### src/rtl/gs_keyguard_pkg.sv
package gs_keyguard_pkg;

    typedef enum logic {
        LK_OPEN   = 1'b0,
        LK_LOCKED = 1'b1
    } lock_state_e;

    localparam logic [31:0] UNLOCK_KEY = 32'h0ACC_E551;

    // word indices (byte address >> 2)
    localparam int FSEL_WORD   = 'h108;
    localparam int PAD_WORD    = 'h140;
    localparam int LOCK_WORD   = 'h148;
    localparam int COMMIT_WORD = 'h149;
    localparam int ID_WORD     = 'h3F4;

    typedef struct packed {
        logic fsel;
        logic lock;
        logic commit;
        logic pad;
        logic id;
        logic bad;
    } sel_t;

endpackage

### src/rtl/gs_addr_decode.sv
module gs_addr_decode
    import gs_keyguard_pkg::*;
#(
    parameter int ADDR_W  = 12,
    parameter int NUM_PAD = 8,
    parameter int NUM_ID  = 12,
    localparam int WA     = ADDR_W - 2,
    localparam int PIW    = $clog2(NUM_PAD),
    localparam int IIW    = $clog2(NUM_ID)
) (
    input  logic [ADDR_W-1:0] addr,
    output sel_t              sel,
    output logic [PIW-1:0]    pad_idx,
    output logic [IIW-1:0]    id_idx
);

    localparam logic [WA-1:0] FSEL_W   = WA'(FSEL_WORD);
    localparam logic [WA-1:0] LOCK_W   = WA'(LOCK_WORD);
    localparam logic [WA-1:0] COMMIT_W = WA'(COMMIT_WORD);
    localparam logic [WA-1:0] PADB_W   = WA'(PAD_WORD);
    localparam logic [WA-1:0] IDB_W    = WA'(ID_WORD);
    localparam logic [WA-1:0] NPAD_W   = WA'(NUM_PAD);
    localparam logic [WA-1:0] NID_W    = WA'(NUM_ID);

    logic [WA-1:0] word;
    logic [WA-1:0] pad_off;
    logic [WA-1:0] id_off;
    logic          aligned;

    assign word    = addr[ADDR_W-1:2];
    assign aligned = (addr[1:0] == 2'b00);
    assign pad_off = word - PADB_W;
    assign id_off  = word - IDB_W;
    assign pad_idx = pad_off[PIW-1:0];
    assign id_idx  = id_off[IIW-1:0];

    always_comb begin
        sel = '0;
        if (!aligned)                sel.bad    = 1'b1;
        else if (word == FSEL_W)     sel.fsel   = 1'b1;
        else if (word == LOCK_W)     sel.lock   = 1'b1;
        else if (word == COMMIT_W)   sel.commit = 1'b1;
        else if (pad_off < NPAD_W)   sel.pad    = 1'b1;
        else if (id_off < NID_W)     sel.id     = 1'b1;
        else                         sel.bad    = 1'b1;
    end

    // exactly one target is chosen for every address
    always_comb begin
        a_r9_one_target: assert ($onehot({sel.fsel, sel.lock, sel.commit,
                                          sel.pad, sel.id, sel.bad}) || $isunknown(addr));
    end

endmodule

### src/rtl/gs_lock_fsm.sv
module gs_lock_fsm
    import gs_keyguard_pkg::*;
(
    input  logic        clk,
    input  logic        rst_n,
    input  logic        wr_lock,
    input  logic [31:0] wdata,
    output logic        is_locked
);

    lock_state_e st_q, st_d;
    logic        key_ok;

    assign key_ok = (wdata == UNLOCK_KEY);

    always_comb begin
        st_d = st_q;
        unique case (st_q)
            LK_LOCKED: if (wr_lock && key_ok)  st_d = LK_OPEN;    // KEY_MATCH
            LK_OPEN:   if (wr_lock && !key_ok) st_d = LK_LOCKED;  // KEY_MISMATCH
            default:   st_d = LK_LOCKED;
        endcase
    end

    always_ff @(posedge clk or negedge rst_n) begin
        if (!rst_n) st_q <= LK_LOCKED;
        else        st_q <= st_d;
    end

    always_comb begin
        is_locked = (st_q == LK_LOCKED);
    end

    a_r2_key_opens: assert property (@(posedge clk) disable iff (!rst_n)
        (wr_lock && wdata == UNLOCK_KEY) |=> !is_locked);

    a_r3_other_value_locks: assert property (@(posedge clk) disable iff (!rst_n)
        (wr_lock && wdata != UNLOCK_KEY) |=> is_locked);

    a_r3_hold_without_write: assert property (@(posedge clk) disable iff (!rst_n)
        !wr_lock |=> $stable(is_locked));

endmodule

### src/rtl/gs_commit_guard.sv
module gs_commit_guard #(
    parameter int              W          = 8,
    parameter logic [W-1:0]    COMMIT_RST = '1,
    parameter logic [W-1:0]    FSEL_RST   = '0
) (
    input  logic         clk,
    input  logic         rst_n,
    input  logic         is_locked,
    input  logic         wr_commit,
    input  logic         wr_fsel,
    input  logic [W-1:0] wdata,
    output logic [W-1:0] commit_q,
    output logic [W-1:0] fsel_q
);

    always_ff @(posedge clk or negedge rst_n) begin
        if (!rst_n)                       commit_q <= COMMIT_RST;
        else if (wr_commit && !is_locked) commit_q <= wdata;
    end

    always_ff @(posedge clk or negedge rst_n) begin
        if (!rst_n)       fsel_q <= FSEL_RST;
        else if (wr_fsel) fsel_q <= (fsel_q & ~commit_q) | (wdata & commit_q);
    end

    a_r4_locked_commit_frozen: assert property (@(posedge clk) disable iff (!rst_n)
        (wr_commit && is_locked) |=> $stable(commit_q));

    a_r4_open_commit_loads: assert property (@(posedge clk) disable iff (!rst_n)
        (wr_commit && !is_locked) |=> commit_q == $past(wdata));

    a_r5_protected_bits_hold: assert property (@(posedge clk) disable iff (!rst_n)
        wr_fsel |=> ((fsel_q ^ $past(fsel_q)) & ~$past(commit_q)) == '0);

    a_r5_committed_bits_follow: assert property (@(posedge clk) disable iff (!rst_n)
        wr_fsel |=> ((fsel_q ^ $past(wdata)) & $past(commit_q)) == '0);

    a_r5_no_write_no_change: assert property (@(posedge clk) disable iff (!rst_n)
        !wr_fsel |=> $stable(fsel_q));

endmodule

### src/rtl/gs_keyguard.sv
module gs_keyguard
    import gs_keyguard_pkg::*;
#(
    parameter int          ADDR_W   = 12,
    parameter int          W        = 8,
    parameter int          NUM_PAD  = 8,
    parameter int          NUM_ID   = 12,
    parameter logic [W-1:0] PAD0_RST = 8'hFF,
    parameter logic [NUM_ID*8-1:0] ID_BYTES = 96'h5AA5_3CC3_0FF0_1234_5678_9ABC
) (
    input  logic              clk,
    input  logic              rst_n,
    input  logic              wr_en,
    input  logic              rd_en,
    input  logic [ADDR_W-1:0] addr,
    input  logic [31:0]       wdata,
    output logic [31:0]       rdata,
    output logic              err,
    output logic [W-1:0]      func_sel
);

    localparam int PIW = $clog2(NUM_PAD);
    localparam int IIW = $clog2(NUM_ID);

    sel_t           sel;
    logic [PIW-1:0] pad_idx;
    logic [IIW-1:0] id_idx;
    logic           is_locked;
    logic [W-1:0]   commit_q;
    logic [W-1:0]   fsel_q;
    logic [W-1:0]   pad_q [NUM_PAD];
    logic [W-1:0]   pad_rd;
    logic [W-1:0]   id_rd;
    logic [31:0]    rd_mux;

    gs_addr_decode #(.ADDR_W(ADDR_W), .NUM_PAD(NUM_PAD), .NUM_ID(NUM_ID)) u_dec (
        .addr    (addr),
        .sel     (sel),
        .pad_idx (pad_idx),
        .id_idx  (id_idx)
    );

    gs_lock_fsm u_lock (
        .clk       (clk),
        .rst_n     (rst_n),
        .wr_lock   (wr_en && sel.lock),
        .wdata     (wdata),
        .is_locked (is_locked)
    );

    gs_commit_guard #(.W(W)) u_guard (
        .clk       (clk),
        .rst_n     (rst_n),
        .is_locked (is_locked),
        .wr_commit (wr_en && sel.commit),
        .wr_fsel   (wr_en && sel.fsel),
        .wdata     (wdata[W-1:0]),
        .commit_q  (commit_q),
        .fsel_q    (fsel_q)
    );

    for (genvar i = 0; i < NUM_PAD; i++) begin : g_pad
        localparam logic [W-1:0] RST_V = (i == 0) ? PAD0_RST : '0;
        always_ff @(posedge clk or negedge rst_n) begin
            if (!rst_n)                                       pad_q[i] <= RST_V;
            else if (wr_en && sel.pad && pad_idx == PIW'(i))  pad_q[i] <= wdata[W-1:0];
        end
    end

    always_comb begin
        pad_rd = '0;
        for (int i = 0; i < NUM_PAD; i++)
            if (pad_idx == PIW'(i)) pad_rd = pad_q[i];
    end

    always_comb begin
        id_rd = '0;
        for (int k = 0; k < NUM_ID; k++)
            if (id_idx == IIW'(k)) id_rd = ID_BYTES[8*k +: 8];
    end

    always_comb begin
        rd_mux = '0;
        if (sel.fsel)        rd_mux[W-1:0] = fsel_q;
        else if (sel.lock)   rd_mux[0]     = is_locked;
        else if (sel.commit) rd_mux[W-1:0] = commit_q;
        else if (sel.pad)    rd_mux[W-1:0] = pad_rd;
        else if (sel.id)     rd_mux[7:0]   = id_rd;
    end

    always_ff @(posedge clk or negedge rst_n) begin
        if (!rst_n) begin
            rdata <= '0;
            err   <= 1'b0;
        end else begin
            if (rd_en) rdata <= rd_mux;
            err <= (rd_en || wr_en) && sel.bad;
        end
    end

    assign func_sel = fsel_q;

    a_r9_err_needs_bad_access: assert property (@(posedge clk) disable iff (!rst_n)
        ((rd_en || wr_en) && sel.bad) |=> err);

    a_r9_bad_read_zero: assert property (@(posedge clk) disable iff (!rst_n)
        (rd_en && sel.bad) |=> rdata == '0);

    a_r9_no_err_on_good: assert property (@(posedge clk) disable iff (!rst_n)
        !((rd_en || wr_en) && sel.bad) |=> !err);

    a_r6_read_upper_zero: assert property (@(posedge clk) disable iff (!rst_n)
        rd_en |=> rdata[31:W] == '0);

endmodule

### config.mk
export PLATFORM = sky130hd
export DESIGN_NAME = gs_keyguard
export DESIGN_NICKNAME = d
export VERILOG_FILES = /design/src/rtl/gs_keyguard_pkg.sv /design/src/rtl/gs_addr_decode.sv /design/src/rtl/gs_lock_fsm.sv /design/src/rtl/gs_commit_guard.sv /design/src/rtl/gs_keyguard.sv
export SDC_FILE = /design/constraint.sdc
export NUM_CORES = 1
export LEC_CHECK = 0
export CORE_UTILIZATION = 50
export DETAILED_ROUTE_END_ITERATION = 7
export DONT_BUFFER_PORTS = 1
export HOLD_SLACK_MARGIN = 0.12
export SYNTH_ARGS = -nofsm -noshare
export SYNTH_HDL_FRONTEND = slang
export SYNTH_SLANG_ARGS = --single-unit
### constraint.sdc
create_clock -name clk -period 3.4 [get_ports clk]
set_input_delay 0.68 -clock clk [delete_from_list [all_inputs] [get_ports clk]]
set_output_delay 0.68 -clock clk [all_outputs]
set_load 0.005 [all_outputs]
==> flow_metrics.tcl <==
set metrics [dict create \
    max_cap_viol_count 0 \
    tightestPinTransition_ns 0.6045 \
    gp_congestion 0.8108 \
    portBuffers 0 \
    synthMuxAreaShare_pct 25.90 \
    netSwitchingFraction_pct 22.44 \
    insertion_delay_ns 0.35 \
    synth_area_leaders "dfrtp_1 (37%), mux2_2 (19%), dfstp_2 (9.2%)" \
    fin_nets 436 \
    routed_wl_um 10820 \
    htree_levels 3 \
    via_per_inst 5.879 \
    crit_path_start "addr[9]" \
    clock_tree.root_cell "clkbuf_8" \
    netlist_area_um2 4880 \
    synth_top_family_by_area "multiplexers" \
    synthXorXnorAreaFrac_pct 0.3590 \
    layout_commonest_cell "mux2_2" \
    ant_nets 0 \
    antenna_cells 0 \
    crit_end "pad_q[14]" \
    maxSlewHeadroom_pct 59.13 \
    synth-compound-area-share_pct 8.795 \
    crit_type "input port to flip-flop" \
    synthAdderAreaFrac_pct 0 \
    final_cell_mix "mux2_2 (83), dfrtp_1 (73), conb_1 (24)" \
    rr_worst_depth 5 \
    synth_edf_count 0 \
    r2r-end "rdata[0]" \
    yosysWarnings 0 \
    area_growth_pct 4.205 \
    die_h_um 100.8 \
    grt_start_max_net_pins 74 \
    die_w_um 100.8 \
    clock_sinks 90 \
    synthSimpleGateAreaFrac_pct 12.15 \
    hold_viol_final 0 \
    pwr-share-clk_pct 38.3 \
    path_clk_slew_ns 0.09 \
    ys_ff_latch 90 \
    critPathMaxFanout 8 \
    p_leak_uw 0.002237 \
    grtUsageTotal_pct 22.77 \
    hold_ws_ns 0.1645 \
    post-route-drc-count 0 \
    regToRegSetupSlack_ns 1.81 \
    antenna_found_initial 0 \
    critPathRequiredTime_ns 3.63 \
    status "completed" \
    synth_top_cell_by_area "dfrtp_1" \
    worstPathArrival_ns 3.02 \
    num_vias 3069 \
    grt_pass1_vias 3045 \
    skew_ns 0.007492 \
    grt-ovfl-total 0 \
    ir_drop_v 0.0002584 \
    cts_buffers 9 \
    p_int_uw 1490 \
    yosysSeqAreaShare_pct 46.59 \
    hold_path.class "input port to asynchronous set/reset pin" \
    crit_chain "or4b_1 > or2_1 > nor4_4 > nand3_4 > nor2_4 > mux2_2" \
    grt_pass1_wl_um 17170 \
    coreArea_um2 9328 \
    async_reset_ff_share_pct 100.0 \
    firstDrtPassIters 4 \
    initial_core_util_pct 52.31 \
    dieArea_um2 10160 \
    critPathCaptureType "flip-flop" \
    fill_cells 841 \
    finalSetupViolCount 0 \
    syn_inst 402 \
    power_switching_uw 431.1 \
    hpwl_um 7048 \
    min_period_ns 2.785 \
    synth_top_area_share_pct 37.44 \
    r2r-start "pad_q[16]" \
    setup_tns_ns 0 \
    max_freq_mhz 359.1 \
    cts_tree "yes" \
    cts-resized-gates 0 \
    finalMaxSlewViolations 0 \
    routedWlPerCell_um 20.74 \
    drive_above_1_share_pct 35.88 \
    max_stage_delay_ns 0.54 \
    crit_path_top_delay_cell "or4b_1" \
    yosysUniqueCellTypes 63 \
    fin_cells 522 \
    drt_iter0_drc 121 \
    ios 89 \
    cp-start-kind "input port" \
    cts_buffer_depth 2 \
    synthFlopType "dfrtp_1" \
    power_uw 1921 \
    power.share.sequential_pct 56.6 \
    rsz0062_at_grt "false" \
    fin_crit_sh_pct 81.90 \
    power.density_nw_per_um2 377.9 \
    placedCellCount 505 \
    combPwrFrac_pct 5.1 \
    avgSynthCellArea_um2 12.14 \
    floorplan.rows 35 \
]
==> stage by stage <==
stage | setup WS [ns] | area [µm²] | util, %
floorplan | 0.5551 | 4966 | -
global placement | 0.2982 | 4855 | 52.05
detailed placement | 0.2701 | 4855 | 52.05
CTS | 0.6374 | 5085 | 54.51
global route | 0.5696 | 5085 | 54.51
finish | 0.6153 | 5085 | 54.51
==> sequential cells by signal, summed over array words and instances, names as in the netlist, named ones only <==
name	cells
u_guard.commit_q	8
err	1
rdata	8
pad_q	64
==> per-layer routing <==
metal | global-route usage (%) | routed length, µm | vias up
li1 | - | - | 1414
met1 | 32.74 | 5065 | 1555
met2 | 34.56 | 5048 | 88
met3 | 4.924 | 541 | 12
met4 | 7.023 | 170 | 0
met5 | 0 | 0 | -
==> how the worst min path moves through the flow <==
stage | start | endpoint | slack [ns] | cells past startpoint
after floorplan | rst_n | asynchronous set/reset pin | 0.38 | 0
after global placement | rst_n | asynchronous set/reset pin | 0.39 | 0
after detailed placement | rst_n | asynchronous set/reset pin | 0.39 | 0
after CTS | rst_n | pad_q[57] | 0.14 | 0
after global routing | rst_n | pad_q[56] | 0.13 | 0
final | rst_n | pad_q[56] | 0.16 | 0
==> cell type report <==
cell class | instances | area (µm²) | area share (%)
multi-input combinational | 280 | 2394 | 47.07
sequential | 90 | 2273 | 44.71
tap | 129 | 161.4 | 3.174
clock buffer | 11 | 141.4 | 2.781
clock inverter | 5 | 61.31 | 1.206
timing repair buffer | 2 | 35.03 | 0.6890
inverter | 5 | 18.77 | 0.3691
==> critical path, delay by kind of cell <==
kind	cells	cell delay (ns)
multiplexers	1	0.38
AND/OR/NAND/NOR	5	1.97
==> power groups by stage <==
| stage | Combinational [µW] | Sequential [µW] | Clock [µW] |
|---|---|---|---|
| 2_1_floorplan | 119 | 1110 | 0 |
| 3_3_place_gp | 76.2 | 1110 | 0 |
| 3_5_place_dp | 77.0 | 1110 | 0 |
| 4_1_cts | 98.7 | 1090 | 766 |
| 5_1_grt | 111 | 1090 | 815 |
| 6_report | 97.7 | 1090 | 735 |
==> cell usage after synthesis (4+ instances only) <==
library cell / n
a211oi_1: 4
a21o_1: 4
a21oi_1: 5
a221oi_1: 8
buf_4: 24
clkbuf_1: 21
dfrtp_1: 73
dfstp_2: 17
inv_1: 5
mux2_1: 5
mux2_2: 83
mux2i_1: 7
mux4_2: 9
nand2_1: 23
nand2b_1: 4
nand3_1: 7
nor2_1: 13
nor2_4: 8
o21a_1: 4
o21ai_0: 8
==> kinds of logic after synthesis <==
logic type	after synthesis
other	1
XOR/XNOR	2
buffers and inverters	55
flip-flops	90
multiplexers	104
AO/OA/AOI/OAI	58
AND/OR/NAND/NOR	92
==> repair_timing <==
action	CTS	global route
hold buffers	1	0
setup buffers	0	0
hold endpoints to repair	73	0
Note: power is estimated with default switching activity, not from simulation.
